File: src/rtl/wprot_pkg.sv
// Shared definitions for the grouped write-protect unit.
// Assumes a 32-bit bus word; the field positions below fit up to eight
// groups and an eight-bit recorded word address.
package wprot_pkg;

    // Command codes carried in the control word
    typedef enum logic [1:0] {
        CMD_SOFT_CLR = 2'd0,
        CMD_SOFT_SET = 2'd1,
        CMD_HARD_SET = 2'd2,
        CMD_RESERVED = 2'd3
    } lock_cmd_e;

    // Control word layout
    localparam int CMD_LSB  = 0;
    localparam int CMD_W    = 2;
    localparam int MASK_LSB = 8;

    // Status word layout
    localparam int ST_SOFT_LSB = 0;
    localparam int ST_HARD_LSB = 8;
    localparam int ST_FLAG_BIT = 16;
    localparam int ST_SRC_LSB  = 24;

endpackage

File: src/rtl/wprot_lock_bank.sv
// Per-group soft and hard lock state.
// A command acts on the groups whose select bit is set. The soft lock is
// set or cleared by command; the hard lock is only set, and only reset
// clears it. Reserved command codes leave every lock as it is.
module wprot_lock_bank
    import wprot_pkg::*;
#(
    parameter int NUM_GROUPS = 6
) (
    input  logic                  clk,
    input  logic                  rst_n,
    input  logic                  cmd_valid,
    input  lock_cmd_e             cmd,
    input  logic [NUM_GROUPS-1:0] grp_sel,
    output logic [NUM_GROUPS-1:0] soft_lock,
    output logic [NUM_GROUPS-1:0] hard_lock
);

    for (genvar g = 0; g < NUM_GROUPS; g++) begin : g_grp
        logic soft_q;
        logic hard_q;

        // Soft lock: set or cleared by command for a selected group
        always_ff @(posedge clk) begin
            if (!rst_n) begin
                soft_q <= 1'b0;
            end else if (cmd_valid && grp_sel[g]) begin
                case (cmd)
                    CMD_SOFT_CLR: soft_q <= 1'b0;
                    CMD_SOFT_SET: soft_q <= 1'b1;
                    default:      soft_q <= soft_q;
                endcase
            end
        end

        // Hard lock: set by command, cleared by reset only
        always_ff @(posedge clk) begin
            if (!rst_n) begin
                hard_q <= 1'b0;
            end else if (cmd_valid && grp_sel[g] && (cmd == CMD_HARD_SET)) begin
                hard_q <= 1'b1;
            end
        end

        assign soft_lock[g] = soft_q;
        assign hard_lock[g] = hard_q;
    end

endmodule

File: src/rtl/wprot_decode.sv
// Address decode and write gating.
// Separates local writes (control, status) from writes to guarded space,
// looks up the lock state of the target's group and decides whether the
// write passes or is blocked. Purely combinational. Assumes tgt_guarded
// and tgt_group describe the register at wr_addr in the same cycle.
module wprot_decode #(
    parameter int                NUM_GROUPS = 6,
    parameter int                ADDR_W     = 8,
    parameter int                GIDX_W     = 3,
    parameter logic [ADDR_W-1:0] CTRL_ADDR  = 8'hE4,
    parameter logic [ADDR_W-1:0] STAT_ADDR  = 8'hE8
) (
    input  logic                  wr_en,
    input  logic [ADDR_W-1:0]     wr_addr,
    input  logic                  rd_en,
    input  logic [ADDR_W-1:0]     rd_addr,
    input  logic                  tgt_guarded,
    input  logic [GIDX_W-1:0]     tgt_group,
    input  logic [NUM_GROUPS-1:0] grp_locked,
    output logic                  ctrl_wr,
    output logic                  stat_rd,
    output logic                  blocked,
    output logic                  reg_wr_en
);

    logic [NUM_GROUPS-1:0] grp_hit;
    logic                  local_wr;
    logic                  guard_hit;

    // One-hot of the target group; out-of-range indices hit nothing
    always_comb begin
        for (int g = 0; g < NUM_GROUPS; g++) begin
            grp_hit[g] = (int'(tgt_group) == g);
        end
    end

    // Classify the write and gate it against the target group's locks
    always_comb begin
        local_wr  = (wr_addr == CTRL_ADDR) || (wr_addr == STAT_ADDR);
        guard_hit = tgt_guarded && (|(grp_hit & grp_locked));
        ctrl_wr   = wr_en && (wr_addr == CTRL_ADDR);
        blocked   = wr_en && !local_wr && guard_hit;
        reg_wr_en = wr_en && !local_wr && !guard_hit;
        stat_rd   = rd_en && (rd_addr == STAT_ADDR);
    end

endmodule

File: src/rtl/wprot_viol_rec.sv
// Violation record: a flag and the word address of the latest blocked write.
// A blocked write always wins over a clearing status read in the same cycle.
module wprot_viol_rec #(
    parameter int SRC_W = 6
) (
    input  logic             clk,
    input  logic             rst_n,
    input  logic             blocked,
    input  logic [SRC_W-1:0] blk_word,
    input  logic             stat_rd,
    output logic             viol_flag,
    output logic [SRC_W-1:0] viol_src
);

    // Capture on a blocked write, clear on a status read otherwise
    always_ff @(posedge clk) begin
        if (!rst_n) begin
            viol_flag <= 1'b0;
            viol_src  <= '0;
        end else if (blocked) begin
            viol_flag <= 1'b1;
            viol_src  <= blk_word;
        end else if (stat_rd) begin
            viol_flag <= 1'b0;
            viol_src  <= '0;
        end
    end

endmodule

File: src/rtl/wprot_guard.sv
// Top of the grouped write-protect unit.
// Decodes the register bus, holds the per-group locks, gates writes toward
// the guarded registers and keeps the violation record. Status read data is
// combinational in the read cycle. Assumes NUM_GROUPS <= 8, ADDR_W - 2 <= 8
// and DATA_W >= 32 so the status and control fields fit.
module wprot_guard
    import wprot_pkg::*;
#(
    parameter int                NUM_GROUPS = 6,
    parameter int                ADDR_W     = 8,
    parameter int                DATA_W     = 32,
    parameter logic [ADDR_W-1:0] CTRL_ADDR  = 8'hE4,
    parameter logic [ADDR_W-1:0] STAT_ADDR  = 8'hE8
) (
    input  logic                         clk,
    input  logic                         rst_n,
    input  logic                         wr_en,
    input  logic [ADDR_W-1:0]            wr_addr,
    input  logic [DATA_W-1:0]            wr_data,
    input  logic                         rd_en,
    input  logic [ADDR_W-1:0]            rd_addr,
    output logic [DATA_W-1:0]            rd_data,
    input  logic                         tgt_guarded,
    input  logic [$clog2(NUM_GROUPS)-1:0] tgt_group,
    output logic                         reg_wr_en
);

    localparam int GIDX_W = $clog2(NUM_GROUPS);
    localparam int SRC_W  = ADDR_W - 2;

    logic                  ctrl_wr;
    logic                  stat_rd;
    logic                  blocked;
    logic [NUM_GROUPS-1:0] soft_lock;
    logic [NUM_GROUPS-1:0] hard_lock;
    logic [NUM_GROUPS-1:0] grp_locked;
    logic                  viol_flag;
    logic [SRC_W-1:0]      viol_src;
    lock_cmd_e             cmd;
    logic [NUM_GROUPS-1:0] grp_sel;
    logic                  unused_wdata;

    // Extract the command fields from the write data
    assign cmd          = lock_cmd_e'(wr_data[CMD_LSB +: CMD_W]);
    assign grp_sel      = wr_data[MASK_LSB +: NUM_GROUPS];
    assign unused_wdata = ^{wr_data[DATA_W-1:MASK_LSB+NUM_GROUPS],
                            wr_data[MASK_LSB-1:CMD_LSB+CMD_W]};
    assign grp_locked   = soft_lock | hard_lock;

    wprot_decode #(
        .NUM_GROUPS (NUM_GROUPS),
        .ADDR_W     (ADDR_W),
        .GIDX_W     (GIDX_W),
        .CTRL_ADDR  (CTRL_ADDR),
        .STAT_ADDR  (STAT_ADDR)
    ) u_decode (
        .wr_en       (wr_en),
        .wr_addr     (wr_addr),
        .rd_en       (rd_en),
        .rd_addr     (rd_addr),
        .tgt_guarded (tgt_guarded),
        .tgt_group   (tgt_group),
        .grp_locked  (grp_locked),
        .ctrl_wr     (ctrl_wr),
        .stat_rd     (stat_rd),
        .blocked     (blocked),
        .reg_wr_en   (reg_wr_en)
    );

    wprot_lock_bank #(
        .NUM_GROUPS (NUM_GROUPS)
    ) u_locks (
        .clk       (clk),
        .rst_n     (rst_n),
        .cmd_valid (ctrl_wr),
        .cmd       (cmd),
        .grp_sel   (grp_sel),
        .soft_lock (soft_lock),
        .hard_lock (hard_lock)
    );

    wprot_viol_rec #(
        .SRC_W (SRC_W)
    ) u_viol (
        .clk       (clk),
        .rst_n     (rst_n),
        .blocked   (blocked),
        .blk_word  (wr_addr[ADDR_W-1:2]),
        .stat_rd   (stat_rd),
        .viol_flag (viol_flag),
        .viol_src  (viol_src)
    );

    // Assemble the status word for a status read; other reads return zero
    always_comb begin
        rd_data = '0;
        if (stat_rd) begin
            rd_data[ST_SOFT_LSB +: NUM_GROUPS] = soft_lock;
            rd_data[ST_HARD_LSB +: NUM_GROUPS] = hard_lock;
            rd_data[ST_FLAG_BIT]               = viol_flag;
            rd_data[ST_SRC_LSB +: SRC_W]       = viol_src;
        end
    end

endmodule

File: config.mk
export PLATFORM = sky130hd
export DESIGN_NAME = wprot_guard
export DESIGN_NICKNAME = d
export VERILOG_FILES = /design/src/rtl/wprot_pkg.sv /design/src/rtl/wprot_lock_bank.sv /design/src/rtl/wprot_decode.sv /design/src/rtl/wprot_viol_rec.sv /design/src/rtl/wprot_guard.sv
export SDC_FILE = /design/constraint.sdc
export NUM_CORES = 1
export LEC_CHECK = 0
export ABC_CLOCK_PERIOD_IN_PS = 2300
export CAP_MARGIN = 25
export CORE_AREA = 3 3 64 66
export CTS_BUF_LIST = sky130_fd_sc_hd__clkbuf_8
export DETAILED_ROUTE_END_ITERATION = 10
export DIE_AREA = 0 0 67 69
export PLACE_DENSITY = 0.8
export SETUP_SLACK_MARGIN = 0.15
export SLEW_MARGIN = 20
export SYNTH_ARGS = -nofsm -noshare
export SYNTH_HDL_FRONTEND = slang
export SYNTH_HIERARCHICAL = 1
export SYNTH_SLANG_ARGS = --single-unit
export TNS_END_PERCENT = 100
File: constraint.sdc
create_clock -name clk -period 2.3 [get_ports clk]
set_input_delay 0.345 -clock clk [delete_from_list [all_inputs] [get_ports clk]]
set_output_delay 0.345 -clock clk [all_outputs]
set_load 0.02 [all_outputs]
==> metrics.txt <==
result of the run=complete, no violations; standby leakage power=0.949 nW; fraction of registers with async set or reset after synthesis=0; global-route wire length before repair=5660 µm; maximum root-to-sink buffer count=2; sequential element share of the synthesized area=0.295; largest stage delay on the critical path=0.46 ns; worst hold-check path type=flop to flop; Post-Syn Area per Cell=8.53 µm²; number of DRC violations after detailed routing=0; diodes inserted=0; Setup WS post-layout=0.105 ns; initial core utilization=0.354; RSZ-0062 raised after global routing=true; number of synthesized register bits=19; final core utilization=0.535; leftover overflow at the end of global routing=0; Worst-path clk slew=0.07 ns; wire per inst=13.2 µm; pin count of the biggest net entering global routing=13; NumNets Final=274; total die area=4620 µm²; required time of the worst setup path=1.96 ns; CORE AREA=3630 µm²; instance count after placement with tap cells included=254; half-perimeter wire length of the detailed placement result=2410 µm; cells along the critical path=or2_4, mux4_2, or2_1, a31oi_1, buf_4; Non-Filler Instances=265; Post-Place Cell Area=1840 µm²; vias per cell=4.48; yosys warns=6; post-synthesis cell count=151; worst hold path cell count=2; Worst Setup Path Type=flop to primary output; die span in x=67 µm; ratio of final minimum period to clock period=0.954; Tot GR Track Use=0.157; WL final=3500 µm; Worst Tran Pin Value=0.552 ns; distinct cell type count of the synthesized netlist=30; number of hold violations in the final report=0; f_max=456 MHz; highest-delay cell along the critical path=mux4_2; number of enable-type register cells in the synthesized netlist=0; top flip-flop cell by instance count after synthesis=dfxtp_1; post-synth design cell area=1290 µm²; launch instance of the worst min-delay path=u_locks/g_grp[4].hard_q; Crit path arrival time=1.85 ns; clock skew after layout=0.00389 ns; IR Drop Worst-Case VDD=147 µV; clk sinks=19; number of global-route vias before repair=1269; PwrDens=359 nW/µm²; first-pass iteration count of the detailed router=4; height of the chip=69 µm; Pwr Total=697 µW; pre-CTS setup slack=-0.420 ns; reg2reg start=u_locks/g_grp[3].soft_q; DR vias=1186; standard-cell rows=22; post-route standard cell area excluding fillers=1940 µm²; Slew Viols, Final=0; CTS Root Cell=clkbuf_8; share of cells above drive strength 1=0.410; startpoint kind of the worst setup timing path=flop; number of max-capacitance violations reported=0; H-tree depth reported by CTS=1; sort of element at the end of the critical path=primary output; Final setup viols=0; final antenna-violating net count=0; Port Buffers=51; clock latency reported for the late side of the worst-skew pair=0.26 ns; Area Overhead vs Synth=51.0%; Slew HR=0.632; num ports=89; Crit. Startpoint=u_locks/g_grp[3].soft_q; CTS tree=yes; final critical delay including setup and external delays=2.20 ns; depth of the most critical reg-to-reg path=8; peak fanout along the critical path=2; antenna violations before repair=0; 1st-iter DRT viols=90; Final Wtd Congestion=0.740; cts bufs inserted=3
[worst max-delay path: cells and delay by family, from the launching register on]
family	cells	cell delay, ns
DFF	1	0.32
AOI/OAI and AO/OA	1	0.16
and+or+nand+nor	2	0.49
muxes	1	0.46
buffers and inverters	1	0.16
[synthesized netlist by cell type, types with 2 or more instances]
| cell type | count | area [µm²] |
|---|---|---|
| nand3b_1 | 6 | 45.0 |
| nor3_1 | 2 | 10.0 |
| and2_1 | 4 | 25.0 |
| dfxtp_1 | 19 | 380 |
| nand2_1 | 20 | 75.1 |
| o21ai_1 | 11 | 55.1 |
| nand2b_4 | 2 | 27.5 |
| nand2b_2 | 3 | 26.3 |
| and2_2 | 15 | 113 |
| buf_4 | 27 | 203 |
| or2_2 | 6 | 37.5 |
| inv_1 | 2 | 7.51 |
| nand2b_1 | 2 | 12.5 |
| buf_6 | 3 | 33.8 |
| nand3_1 | 7 | 35.0 |
| nor4bb_1 | 2 | 20.0 |
| mux2i_1 | 7 | 70.1 |
[layout by cell type (no fill, tap or decap), drive strengths merged, types with 2 or more instances in the layout]
cell type      netlist  final
clkdlybuf4s50        0     23
nand2               20     20
and2                19     19
nor4bb               2      2
o21ai               13     13
dlygate4sd2          0      5
clkbuf               0      3
or2                  7      7
buf                 30     49
dlymetal6s2s         0      3
mux2i                7      7
nand3b               7      7
conb                 1     13
inv                  2      3
nand2b               7      7
nor3                 2      2
dfxtp               19     19
nand3                7      7
[layout make-up]
type                       count  area (µm²)
timing repair buffer          80         684
multi-input combinational    112         762
inverter                       2        7.51
clock buffer                   3        41.3
sequential                    19         385
fill                         364        1690
tap                           48        60.1
clock inverter                 1        3.75
[worst paths after layout]
kind	endpoint	slack (ns)
hold reg to reg	u_locks/g_grp[4].hard_q	0.46
hold / removal	u_locks/g_grp[4].hard_q	0.46
setup reg to reg	u_viol/viol_src[1]	0.30
setup / recovery	reg_wr_en	0.10
[power by group]
| group | total [mW] | internal [mW] | switching [mW] |
|---|---|---|---|
| registers | 0.333 | 0.332 | 0.00164 |
| clock network | 0.230 | 0.119 | 0.111 |
| logic | 0.134 | 0.0733 | 0.0611 |
[per-stage QoR]
step	hold slack, ns	setup TNS, ns
after global routing	0.504	0
final	0.456	0
after floorplan	0.426	0
after CTS	0.463	0
after global placement	0.442	-8.69
after detailed placement	0.452	-6.78
[layer usage]
metal / wire [µm] / global-route usage / part of all wire
met4: 53 / 0.0608 / 0.015
met3: 227 / 0.0358 / 0.065
met2: 1760 / 0.267 / 0.50
met1: 1460 / 0.186 / 0.42
met5: 0 / 0 / 0
[flip-flops by register name, indices dropped and copies added (netlist names)]
register	flops
u_viol/viol_src	6
u_locks/g_grp.soft_q	6
u_locks/g_grp.hard_q	6
u_viol/viol_flag	1
[repair_timing]
action	4_1_cts	5_1_grt
buffers inserted	2	2
hold buffers	0	0
endpoints found under the setup margin	24	29
gates resized for setup	106	21
pin swaps	3	4
gates cloned	3	0
[cell families after synthesis]
logic type             count (synthesis)  share of synthesized area
AND/OR/NAND/NOR                       74                      0.362
buffers and inverters                 32                      0.190
flip-flops                            19                      0.295
AO/OA/AOI/OAI                         16                     0.0719
multiplexers                           8                     0.0719
XOR/XNOR                               1                    0.00680
other                                  1                    0.00291
Power figures use the tool's default switching activity.
